`config.mk`:
```
export PLATFORM = sky130hd
export DESIGN_NAME = core_rst_seq
export DESIGN_NICKNAME = d
export VERILOG_FILES = /design/src/rtl/core_rst_pkg.sv /design/src/rtl/core_rst_tick.sv /design/src/rtl/core_rst_fetch_mux.sv /design/src/rtl/core_rst_seq.sv
export SDC_FILE = /design/constraint.sdc
export NUM_CORES = 1
export LEC_CHECK = 0
export ABC_CLOCK_PERIOD_IN_PS = 1200
export BUFFER_PORTS_ARGS = -buffer_cell sky130_fd_sc_hd__clkbuf_2
export CELL_PAD_IN_SITES_DETAIL_PLACEMENT = 0
export CELL_PAD_IN_SITES_GLOBAL_PLACEMENT = 1
export CORE_UTILIZATION = 26
export DETAILED_ROUTE_END_ITERATION = 10
export PLACE_DENSITY_LB_ADDON = 0.25
export SLEW_MARGIN = 15
export SYNTH_ARGS = -nofsm -noshare
export SYNTH_HDL_FRONTEND = slang
export SYNTH_SLANG_ARGS = --single-unit
```
`constraint.sdc`:
```
create_clock -name clk_i -period 1.2 [get_ports clk_i]
set_input_delay 0.12 -clock clk_i [delete_from_list [all_inputs] [get_ports clk_i]]
set_output_delay 0.12 -clock clk_i [all_outputs]
set_load 0.01 [all_outputs]
```
`src/rtl/core_rst_pkg.sv`:
```
package core_rst_pkg;

    typedef enum logic [2:0] {
        ST_HRST   = 3'd0,
        ST_LEAVE  = 3'd1,
        ST_RUN    = 3'd2,
        ST_DRAIN  = 3'd3,
        ST_RESET  = 3'd4,
        ST_DENTER = 3'd5,
        ST_DEBUG  = 3'd6,
        ST_STEP   = 3'd7
    } seq_state_e;

    typedef enum logic [1:0] {
        FSEL_NONE  = 2'd0,
        FSEL_RESET = 2'd1,
        FSEL_BREAK = 2'd2
    } fetch_sel_e;

    typedef struct packed {
        seq_state_e st;
    } seq_s;

endpackage

```
`src/rtl/core_rst_tick.sv`:
```
module core_rst_tick #(
    parameter int PERIOD = 16,
    localparam int CNT_W = (PERIOD > 2) ? $clog2(PERIOD) : 1
) (
    input  logic clk_i,
    input  logic rst_ni,
    input  logic run_i,
    output logic at_zero_o
);

    typedef struct packed {
        logic [CNT_W-1:0] cnt;
    } tick_s;

    tick_s cur_q, nxt_d;

    always_comb begin
        nxt_d = cur_q;
        if (!run_i) begin
            nxt_d.cnt = '0;
        end else if (cur_q.cnt == CNT_W'(PERIOD - 1)) begin
            nxt_d.cnt = '0;
        end else begin
            nxt_d.cnt = cur_q.cnt + 1'b1;
        end
    end

    always_ff @(posedge clk_i or negedge rst_ni) begin
        if (!rst_ni) begin
            cur_q <= '0;
        end else begin
            cur_q <= nxt_d;
        end
    end

    assign at_zero_o = (cur_q.cnt == '0);

endmodule

```
`src/rtl/core_rst_fetch_mux.sv`:
```
module core_rst_fetch_mux
    import core_rst_pkg::*;
#(
    parameter int              ADDR_W     = 32,
    parameter logic [ADDR_W-1:0] RESET_ADDR = '0,
    parameter logic [ADDR_W-1:0] BREAK_ADDR = '0
) (
    input  fetch_sel_e        sel_i,
    output logic              vld_o,
    output logic [ADDR_W-1:0] addr_o
);

    always_comb begin
        vld_o  = 1'b0;
        addr_o = '0;
        unique case (sel_i)
            FSEL_RESET: begin
                vld_o  = 1'b1;
                addr_o = RESET_ADDR;
            end
            FSEL_BREAK: begin
                vld_o  = 1'b1;
                addr_o = BREAK_ADDR;
            end
            default: begin
                vld_o  = 1'b0;
                addr_o = '0;
            end
        endcase
    end

endmodule

```
`src/rtl/core_rst_seq.sv`:
```
module core_rst_seq
    import core_rst_pkg::*;
#(
    parameter int                ADDR_W     = 32,
    parameter int                PERIOD     = 16,
    parameter logic [ADDR_W-1:0] RESET_ADDR = '0,
    parameter logic [ADDR_W-1:0] BREAK_ADDR = ADDR_W'(32'h0000_0020)
) (
    input  logic              clk_i,
    input  logic              rst_ni,
    input  logic              lrst_req_i,
    input  logic              pipe_empty_i,
    input  logic              dbg_req_i,
    input  logic              step_i,
    input  logic              resume_i,
    output logic              core_rst_o,
    output logic              stall_o,
    output logic              rst_taken_o,
    output logic              dbg_ack_o,
    output logic              step_go_o,
    output logic              fetch_vld_o,
    output logic              fetch_discard_o,
    output logic [ADDR_W-1:0] fetch_addr_o
);

    seq_s       cur_q, nxt_d;
    logic       in_reset;
    logic       tick_zero;
    logic       beat;
    fetch_sel_e fsel;

    // next-state computation
    always_comb begin
        nxt_d = cur_q;
        unique case (cur_q.st)
            ST_HRST:   nxt_d.st = ST_LEAVE;
            ST_LEAVE:  nxt_d.st = ST_RUN;
            ST_RUN: begin
                if (lrst_req_i) begin
                    nxt_d.st = ST_DRAIN;
                end else if (dbg_req_i) begin
                    nxt_d.st = ST_DENTER;
                end
            end
            ST_DRAIN: begin
                if (pipe_empty_i) begin
                    nxt_d.st = ST_RESET;
                end
            end
            ST_RESET: begin
                if (!lrst_req_i) begin
                    nxt_d.st = ST_LEAVE;
                end
            end
            ST_DENTER: nxt_d.st = ST_DEBUG;
            ST_DEBUG: begin
                // release points: only here is the local request sampled
                if (resume_i || step_i) begin
                    if (lrst_req_i) begin
                        nxt_d.st = ST_DRAIN;
                    end else if (resume_i) begin
                        nxt_d.st = ST_RUN;
                    end else begin
                        nxt_d.st = ST_STEP;
                    end
                end
            end
            ST_STEP:   nxt_d.st = ST_DEBUG;
            default:   nxt_d.st = ST_HRST;
        endcase
    end

    always_ff @(posedge clk_i or negedge rst_ni) begin
        if (!rst_ni) begin
            cur_q <= '{st: ST_HRST};
        end else begin
            cur_q <= nxt_d;
        end
    end

    assign in_reset = (cur_q.st == ST_RESET);

    core_rst_tick #(
        .PERIOD (PERIOD)
    ) u_tick (
        .clk_i     (clk_i),
        .rst_ni    (rst_ni),
        .run_i     (in_reset),
        .at_zero_o (tick_zero)
    );

    assign beat = in_reset && tick_zero;

    always_comb begin
        fsel = FSEL_NONE;
        if (beat || cur_q.st == ST_LEAVE) begin
            fsel = FSEL_RESET;
        end else if (cur_q.st == ST_DENTER) begin
            fsel = FSEL_BREAK;
        end
    end

    core_rst_fetch_mux #(
        .ADDR_W     (ADDR_W),
        .RESET_ADDR (RESET_ADDR),
        .BREAK_ADDR (BREAK_ADDR)
    ) u_fmux (
        .sel_i  (fsel),
        .vld_o  (fetch_vld_o),
        .addr_o (fetch_addr_o)
    );

    assign core_rst_o      = (cur_q.st == ST_HRST) || in_reset;
    assign stall_o         = core_rst_o || (cur_q.st == ST_DRAIN);
    assign rst_taken_o     = beat;
    assign fetch_discard_o = beat;
    assign dbg_ack_o       = (cur_q.st == ST_DENTER) || (cur_q.st == ST_DEBUG)
                          || (cur_q.st == ST_STEP);
    assign step_go_o       = (cur_q.st == ST_STEP);

endmodule

```
# Yosys cells after proc, flatten, opt, wreduce, memory -nomap -nowiden
# Index checks and enable logic that the tools add are counted.
dict set report op_classes {
  eq_ne 14
  mul 0
  magnitude_cmp 0
  shifts 0
  n_mux 14
  add_sub_neg 1
  n_bitwise 0
  reduce_logical 12
  div_mod_pow 0
}
# op count
set ops {}
lappend ops {{3-bit two-way mux} 7}
lappend ops {{3-bit case mux with 7 select lines} 1}
lappend ops {{3-bit equality test (second input constant)} 4}
lappend ops {{4-bit two-way mux} 2}
lappend ops {{3-bit by 2-bit equality test with 1-bit output (second input constant)} 2}
lappend ops {{1-bit logical OR} 6}
lappend ops {{6-bit two-way mux} 1}
lappend ops {{2-bit inequality test (second input constant)} 3}
lappend ops {{4-bit by 1-bit adder with 4-bit output (second input constant)} 1}
lappend ops {{4-bit equality test (second input constant)} 1}
lappend ops {{4-bit logical NOT} 1}
lappend ops {{2-bit two-way mux} 2}
lappend ops {{4-bit AND reduction} 1}
lappend ops {{2-bit OR reduction} 2}
lappend ops {{3-bit by 1-bit equality test with 1-bit output (second input constant)} 1}
lappend ops {{3-bit logical NOT} 1}
lappend ops {{3-bit inequality test (second input constant)} 1}
lappend ops {{2-bit by 1-bit equality test with 1-bit output (second input constant)} 1}
lappend ops {{2-bit equality test (second input constant)} 1}
lappend ops {{1-bit logical AND} 1}
lappend ops {{1-bit two-way mux} 1}
dict set report word_totals {
  ff_bits 7
  memories 0
  output_inout_bits 39
  elab_cells 43
  latch_bits 0
  romBits 0
  ramBits 0
}

# Longest topological paths before layout
dict set report depth {
  depth_word 7
  mapped_depth 5
}

# Modules after synthesis
# Synthesis repeated with hierarchy kept, for this count alone.
dict set report hier_totals {
  hier_cells 91
  hier_area_um2 744.5
}
# mod n_inst area_per_inst_um2 seq_area_each_um2 cells_per_inst
set modules_own_cells {}
lappend modules_own_cells {core_rst_seq 1 294.0 75.1 39}
lappend modules_own_cells {core_rst_fetch_mux 1 256.5 0.0 35}
lappend modules_own_cells {core_rst_tick 1 193.9 100.1 17}

# Worst setup path before layout
# Ideal clock, no wire load.
dict set report synth_timing {
  kind {reg2out}
  start {register cur_q[1] (netlist name)}
  end {output port rst_taken_o}
  path_buffers 2
  slack_ns -0.236
  arrival_time_ns 1.316
  stages_incl_launch_ff 6
  path_cell_list {dfrtp_1 buf_6 nor2_1 nand2_2 nor2_1 buf_4}
}
dict set report synth_between {
  elab_chain_len 2
}
# element line_no
set synth_rtl {}
lappend synth_rtl {{start, declared} core_rst_seq.sv:26} ;# seq_s cur_q, nxt_d;
lappend synth_rtl {{start signal, assigned} core_rst_seq.sv:75} ;# cur_q <= '{st: ST_HRST};
lappend synth_rtl {{start signal, assigned} core_rst_seq.sv:77} ;# cur_q <= nxt_d;
lappend synth_rtl {{3-bit equality test} core_rst_seq.sv:81} ;# assign in_reset = (cur_q.st == ST_RESET);
lappend synth_rtl {{1-bit logical AND} core_rst_seq.sv:92} ;# assign beat = in_reset && tick_zero;
lappend synth_rtl {{end, declared} core_rst_seq.sv:18} ;# output logic rst_taken_o,
# Every way passes these cells.

# Final worst setup path
dict set report layout_timing {
  start {register cur_q[1] (netlist name)}
  end {output port fetch_addr_o[5]}
}
dict set report layout_between {
  elab_chain_len 6
}
# element line_no
set layout_rtl {}
lappend layout_rtl {{3-bit equality test} core_rst_seq.sv:81}
lappend layout_rtl {{1-bit logical AND} core_rst_seq.sv:92}
lappend layout_rtl {{1-bit logical OR} core_rst_seq.sv:96} ;# if (beat || cur_q.st == ST_LEAVE) begin
lappend layout_rtl {{2-bit two-way mux (*)} core_rst_seq.sv:96}
lappend layout_rtl {{2-bit equality test (*)} core_rst_fetch_mux.sv:16} ;# unique case (sel_i)
lappend layout_rtl {{6-bit two-way mux (*)} core_rst_fetch_mux.sv:16}
lappend layout_rtl {{end, declared} core_rst_seq.sv:23} ;# output logic [ADDR_W-1:0] fetch_addr_o
# Every way passes the cells marked *; elsewhere a longest branch is shown, timed or not.

==> results.yml <==
power:
  ir_worst_vdd_v: 0.000910
  p_leak_nw: 0.507
  power_density_nw_per_um2: 1950
sta:
  slew_viol_final: 0
  finalSetupViolCount: 12
  rsz0062_at_grt: "true"
  min_period_ns: 1.37
  fmax_mhz: 729
  tns_ns: -1.33
  hold_viol_final: 0
  timing.hold.ws_ns: 0.0718
  finalClockSkew_ns: 0.00564
  period_share_pct: 114
  setup_ws_ns: -0.172
worst_setup_path:
  reg2reg_to: "cur_q[0]"
  r2r_slack_ns: -0.07
  crit_required_ns: 1.08
  rr_startpoint: "cur_q[1]"
  crit_arrival_ns: 1.25
  path_class: "reg -> out"
  crit_path_end_kind: "output pin"
  reg2reg_depth: 4
  cp-start-kind: "flop"
  path_max_fanout: 4
final_layout:
  layout.cells.most_common: "conb_1"
  final_cell_area_um2: 968
  mostFrequentLayoutCells: "31 x conb_1, 12 x buf_4, 9 x clkbuf_2"
  fin_nets: 127
  antenna_cells: 0
  final_layout_size_suffix_gt1_share_pct: 47.9
  nFillCells: 274
  area_growth_syn_to_layout_pct: 33.4
global_route:
  grt_max_degree: 8
  antenna_found_initial: 0
  globalRouteMet3Util_pct: 2.50
  grtUsageMet1_pct: 11.7
  grt.met2_usage_pct: 17.3
  grt_util_all_layers_pct: 10.4
  grt_pass1_vias: 541
  overflow: 0
  top_usage_layer: "met2"
  grt_pass1_wl_mm: 2.19
clock_tree:
  cts-buffers-inserted: 3
  cts_tree: "yes"
  clock_latency_ns: 0.25
  htree_levels: 1
  path_clk_slew_ns: 0.06
  ctsRootBufferMaster: "clkbuf_4"
  clockBufferDepth: 2
  clock-sinks: 7
synthesis:
  synth_compound_area_share_pct: 13.1
  yosysWarnings: 0
  yosys.area_share.simple_pct: 18.8
  synth_cells: 85
  synth_top_family_by_area: "buffers and inverters"
  syn_area_um2: 726
  yosysSeqAreaShare_pct: 24.1
  synth_top_area_share_pct: 33.1
  synth_area_per_cell_um2: 8.54
  synthTopCellsByArea: "buf_4 33%, dfrtp_1 24%, ha_1 3.4%"
  synth_cell_types: 31
  synth_mux_area_share_pct: 1.38
  synth_xor_area_share_pct: 1.21
  synth_seq_cells: 7
  synth_fa_ha_area_share_pct: 3.45
  yosysTopAreaCell: "buf_4"
run_status:
  status: "finished with violations"
  violations: "setup timing"
floorplanning:
  die_x_um: 54.8
  dieArea_um2: 3010
  die_height_um: 54.8
  initial_utilization_pct: 28.3
  num_io_pins: 46
  rows: 18
  core_area_um2: 2570
drt:
  drt_wl_total_mm: 1.49
  drt_iter0_drc: 5
  antenna_left: 0
  vias_per_cell: 4.01
  wl_per_cell_um: 10.1
  dr.pass1.iters: 3
  drc_errors: 0
  routed-via-count: 589
worst_hold_path:
  min_delay_path_depth: 2
  hold-path-endpoint: "cur_q[1]"
  min-delay-path-class: "in -> reg"
  hold_path.startpoint: "pipe_empty_i"
placement:
  place.gp.congestion: 0.771
  post_dp_cell_area_um2: 771
  numPortBuffers: 14
  dp_hpwl_mm: 1.02
job:
  drv_cap: 0
cells in the mapped netlist:
| cell type | count |
|---|---|
| buf_4 | 32 |
| dfrtp_1 | 7 |
| nor2_1 | 6 |
| o21ai_0 | 4 |
| a21oi_1 | 3 |
| a21oi_2 | 2 |
| and3_1 | 2 |
| and3b_1 | 2 |
| ha_1 | 2 |
| inv_2 | 2 |
| nand2_1 | 2 |
| nor4b_1 | 2 |
| a2111o_1 | 1 |
| a311oi_2 | 1 |
| a31oi_1 | 1 |
| and2_1 | 1 |
| buf_2 | 1 |
| buf_6 | 1 |
| clkbuf_1 | 1 |
| conb_1 | 1 |
| inv_1 | 1 |
| mux2i_1 | 1 |
| nand2_2 | 1 |
| nand3_1 | 1 |
| nand4b_1 | 1 |
| nor2b_1 | 1 |
| o32a_1 | 1 |
| or2_2 | 1 |
| or3b_2 | 1 |
| or4_4 | 1 |
| xnor2_1 | 1 |
metrics by stage:
step	power (mW)	util, %	worst slack (ns)	std cells
after floorplan	0.985	-	0.0238	115
after global placement	1.25	30.0	-0.0261	134
after detailed placement	1.24	30.0	-0.0520	134
after CTS	1.69	35.0	-0.180	146
after global routing	2.04	37.7	-0.225	147
final	1.89	37.7	-0.172	147
layout make-up:
| class | count | area, um2 | share of cell area (%) |
|---|---|---|---|
| sequential | 7 | 178 | 18.3 |
| multi-input combinational | 70 | 465 | 48.1 |
| timing repair buffer | 33 | 250 | 25.8 |
| clock buffer | 4 | 26.3 | 2.71 |
| tap | 30 | 37.5 | 3.88 |
| inverter | 3 | 11.3 | 1.16 |
state kept, by name, indices dropped and copies added, names as in the netlist:
register,cells
u_tick.cur_q,4
cur_q,3
where the power goes:
group          switching [mW]  internal [mW]  leakage (nW)
sequential             0.0886          0.303        0.0887
clock                  0.0920          0.127        0.0150
combinational           0.577          0.704         0.403
repair_timing:
item / 4_1_cts / 5_1_grt
pin swaps: 6 / 5
resized for setup: 10 / 21
buffers inserted: 7 / 2
setup endpoints to repair: 10 / 13
endpoints found under the hold margin: 7 / 0
hold buffers: 1 / 0
critical path, stage by stage, from the launching register on:
cell and delay, ns:
dfrtp_2 0.44, buf_6 0.13, buf_6 0.11, and3b_1 0.19, buf_2 0.12
how the worst max path moves through the flow:
stage / start / end / slack [ns] / cells after the start
2_1_floorplan: cur_q[1] / rst_taken_o / 0.02 / 5
3_3_place_gp: cur_q[2] / cur_q[0] / -0.03 / 3
3_5_place_dp: cur_q[2] / cur_q[0] / -0.05 / 3
4_1_cts: cur_q[1] / stall_o / -0.18 / 4
5_1_grt: cur_q[1] / rst_taken_o / -0.23 / 5
6_report: cur_q[1] / fetch_addr_o[5] / -0.17 / 4
layer usage:
metal | vias to the layer above | part of all wire (%)
met2 | 33 | 51
met3 | 0 | 6.3
met1 | 270 | 43
li1 | 286 | -
met4 | 0 | 0
met5 | - | 0
logic make-up (layout without fill, tap and decap cells):
| group | count (synthesis) | in the layout |
|---|---|---|
| DFF | 7 | 7 |
| buffers and inverters | 38 | 40 |
| other | 1 | 31 |
| adders and majority gates | 2 | 2 |
| xor gates and xnor gates | 1 | 1 |
| muxes | 1 | 1 |
| AOI/OAI and AO/OA | 13 | 13 |
| and+or+nand+nor | 22 | 22 |
No activity file was read; power rests on OpenSTA's default activity.
